## config.mk

```make
export PLATFORM = sky130hd
export DESIGN_NAME = col_observe_sel
export DESIGN_NICKNAME = d
export VERILOG_FILES = /design/src/rtl/col_observe_sel.sv
export SDC_FILE = /design/constraint.sdc
export NUM_CORES = 1
export LEC_CHECK = 0
export CAP_MARGIN = 10
export CORE_ASPECT_RATIO = 1.4
export CORE_MARGIN = 1.5
export CORE_UTILIZATION = 40
export DETAILED_ROUTE_END_ITERATION = 12
export PLACE_DENSITY = 0.73
export SYNTH_ARGS = -nofsm -noshare
export SYNTH_HDL_FRONTEND = slang
export SYNTH_SLANG_ARGS = --single-unit
```

## constraint.sdc

```tcl
create_clock -name clk -period 2.45 [get_ports clk]
set_input_delay 0.49 -clock clk [delete_from_list [all_inputs] [get_ports clk]]
set_output_delay 0.49 -clock clk [all_outputs]
set_load 0.02 [all_outputs]
```

## src/rtl/col_observe_sel.sv

```systemverilog
module col_observe_sel #(
  parameter int N = 3,
  parameter int T = 3,
  parameter logic [N-1:0] TAPS = 3'b110,
  parameter logic [T*16-1:0] PS_OFS = {16'd2, 16'd5, 16'd6}
) (
  input  logic             clk,
  input  logic             rst_n,
  input  logic             run_start,
  input  logic             col_inc,
  input  logic [N-1:0]     partition,
  input  logic [N-1:0]     group,
  input  logic             trellis_en,
  input  logic             col_disable,
  output logic [T*(1<<N)-1:0] mask
);
  localparam int S = 1 << N;

  function automatic logic [N-1:0] lfsr_step(input logic [N-1:0] v);
    return {v[N-2:0], ^(v & TAPS)};
  endfunction

  function automatic logic [N-1:0] lfsr_jump(input logic [N-1:0] v, input int cnt);
    logic [N-1:0] r;
    r = v;
    for (int j = 0; j < S; j++)
      if (j < cnt) r = lfsr_step(r);
    return r;
  endfunction

  logic [N-1:0] diff_q;
  logic         first_q;
  logic [N-1:0] seed_raw;
  logic [N-1:0] seed;

  assign seed_raw = trellis_en ? N'(group + N'(1)) : group;
  assign seed     = (seed_raw == '0) ? N'(1) : seed_raw;

  always_ff @(posedge clk) begin
    if (!rst_n) begin
      diff_q  <= N'(1);
      first_q <= 1'b1;
    end else if (run_start) begin
      diff_q  <= seed;
      first_q <= 1'b1;
    end else if (col_inc) begin
      if (first_q) first_q <= 1'b0;
      else         diff_q  <= lfsr_step(diff_q);
    end
  end

  for (genvar i = 0; i < T; i++) begin : g_slice
    localparam int OFS = int'(PS_OFS[i*16 +: 16]);
    logic [N-1:0] ps_out;
    logic [N-1:0] idx;
    assign ps_out = lfsr_jump(diff_q, OFS);
    assign idx    = partition ^ (first_q ? '0 : ps_out);
    assign mask[i*S +: S] = col_disable ? {S{1'b1}} : (S'(1) << idx);
  end
endmodule

```

==> qor.txt <==
Layout Nets - 213
Chip Width - 45.3 um
Via count - 1314
Bufs and invs on worst path - 2
Area growth syn-to-layout - 61.6%
Vias per inst - 5.66
Number of global-route vias before repair - 1181
CTS max path bufs - 2
Clk pin slew, worst setup/hold paths - 0.04 ns
CTS tree - done
Syn Nets - 156
Status - finished, violations left
Antenna violations before repair - 0
Antenna-violating nets left - 0
Leakage power - 0.669 nW
Post-DP Area - 1550 um^2
Diode count - 0
DR iter-0 viols - 36
Synth warnings - 0
Top cells by area, synth - nor2b_1 10%, dfxtp_1 8.0%, xnor2_1 6.1%, mux2i_1 6.0%, and2_2 6.0%
R2R setup slack - 1.21 ns
Setup crit end - mask[17]
Post-Syn Area - 1000 um^2
Routed wire length - 3040 um
Hold crit path type - flop to flop
Final Max Slew Viols - 0
GRT Total Usage - 21.8%
Grt total ovfl - 0
Cells after Synth - 143
Placer congestion estimate - 0.891
Period utilisation layout - 100%
Full die area - 2820 um^2
Synth Area per Inst - 7.00 um^2
Clock skew - 0.00205 ns
Minimum clock period - 2.46 ns
Critical Path Start - diff_q[2]
Worst Path Max Fanout - 4
Row count - 21
Starting Density - 41.9%
Fin area - 1620 um^2
Unrepaired setup endpoints after global routing - yes
Core Region - 2390 um^2
Power Dens Cells - 331 nW/um^2
Fin. Hold Viols - 0
Wire length of the first global-routing pass - 4940 um
Post-synthesis async set-or-reset flop share - 0%
Die height - 62.2 um
Post-synth top cells - 16 x nor2b_1, 10 x o21ai_0, 9 x nand2_1
Worst VDD drop - 261 uV
Setup TNS - -0.00611 ns
Synth area leader - nor2b_1
Stages on worst setup path - 6
CTS root buf - clkbuf_4
Worst Reg-to-Reg Cells - 4
Slowest stage cell, crit path - xnor3_1
Delay-heaviest family, CP - compound AO/OA/AOI/OAI gates
Startpoint Class - flop
Synth Register Bits - 4
Post-CTS Hold Buffers - 0
CTS buffer count - 3
Achievable Freq - 407 MHz
Critical Path Max Stage Delay - 0.46 ns
Pin count of the biggest net entering global routing - 14
Register area share after synthesis - 8.00%
Synth top area share - 10.0%
Reg2reg end - diff_q[1]
Pwr Total - 536 uW
Failing checks - negative setup slack
Slew @ Worst Pin - 0.341 ns
Clk sink count - 4
DR pass1 iterations - 4
Yosys cell types - 35
DR WL/cell - 13.1 um
Post-synth top flop - dfxtp_1
H-tree depth - 1
Max-cap viol count - 0
Final worst setup slack - -0.00611 ns
Critical Path, Cell by Cell - xnor3_1 > a311oi_1 > o311ai_1 > buf_4 > a21boi_0 > buf_2
Fin util - 67.7%
Final setup viols - 1
Skew-Pair Late Insertion Delay - 0.23 ns
Setup CP Type - flop to primary output
Crit path DAT - 1.97 ns
Fraction of layout cells with a size suffix above 1 - 41.4%
Headroom to the max-slew limit - 77.0%
Port-buffer cells - 35
Number of flops mapped to enable cells by yosys - 0
Post-DP HPWL - 2370 um
Worst R2R Start - first_q
Crit. End Element - primary output
Most frequent cell after synthesis - nor2b_1
CP required - 1.96 ns
# IOs - 36
Pre-CTS WS - -0.644 ns
DRC errors left - 0
-- timing repair --
action / in CTS / in global routing
resized for setup: 76 / 32
gates cloned: 0 / 0
pin swaps: 1 / 0
endpoints found under the setup margin: 24 / 23
setup buffers: 1 / 0
-- kinds of logic (layout without fill, tap and decap cells) --
| kind of cell | Yosys count | after routing | share of synthesized area [%] |
|---|---|---|---|
| adders and majority gates | 1 | 1 | 1.25 |
| xor gates and xnor gates | 12 | 12 | 11.9 |
| AOI/OAI and AO/OA | 50 | 50 | 34.9 |
| buffers and inverters | 16 | 71 | 7.75 |
| and+or+nand+nor | 54 | 54 | 30.2 |
| DFF | 4 | 4 | 8.00 |
| muxes | 6 | 6 | 6.00 |
-- sequential cells by signal, summed over array words and instances, names as in the netlist --
register,cells
diff_q,3
first_q,1
-- where the power goes --
part           leakage [nW]  internal [mW]  switching (mW)
registers            0.0332         0.0709          0.0106
clock network        0.0138         0.0549          0.0282
logic                 0.622          0.179           0.193
-- per-stage QoR --
step,cells,hold WS (ns)
5_1_grt,232,0.711
2_1_floorplan,143,0.562
6_report,232,0.680
3_3_place_gp,228,0.695
3_5_place_dp,228,0.711
4_1_cts,232,0.668
-- how the worst min path moves through the flow --
stage,start,to,cells after the start
global route,diff_q[2],diff_q[2],3
finish,diff_q[2],diff_q[2],3
detailed placement,first_q,first_q,3
CTS,diff_q[2],diff_q[2],3
global placement,diff_q[2],diff_q[2],3
floorplan,rst_n,diff_q[0],1
-- layer usage --
metal	wire (um)	share of wire [%]	track usage [%]
met5	0	0	0
met1	1200	39	25.4
met4	38	1.3	4.78
met2	1690	56	40.4
met3	111	3.7	2.03
-- cell type report --
cell class              count  area (um^2)
repair buffers             65          529
flip-flops and latches      4         82.6
multi-input cells         123          930
inverters                   3         11.3
clock buffers               3         22.5
fillers                   209          773
well taps                  34         42.5
-- tightest hold or removal path, cell delays in order, from the launching register on --
cell and delay (ns):
dfxtp_2 0.37, mux2i_1 0.08, nand2_1 0.06, and3_1 0.13
-- layout by cell type, fill, tap and decap left out, types with 3 or more instances in the layout --
master	n
buf_4	28
nor2b_1	13
clkdlybuf4s15_2	10
nand2_1	9
clkbuf_2	9
and2_2	8
a21oi_1	7
nor2_1	7
clkdlybuf4s50_1	7
a32oi_1	6
o21ai_0	6
and2_1	5
dlygate4sd2_1	5
xnor2_1	4
o21ai_1	4
o21a_1	4
o21bai_1	3
xnor2_2	3
mux2i_2	3
xor2_1	3
a22oi_1	3
a31oi_1	3
mux2i_1	3
o211ai_1	3
clkbuf_4	3
buf_2	3
(Power assumes the default switching activity.)
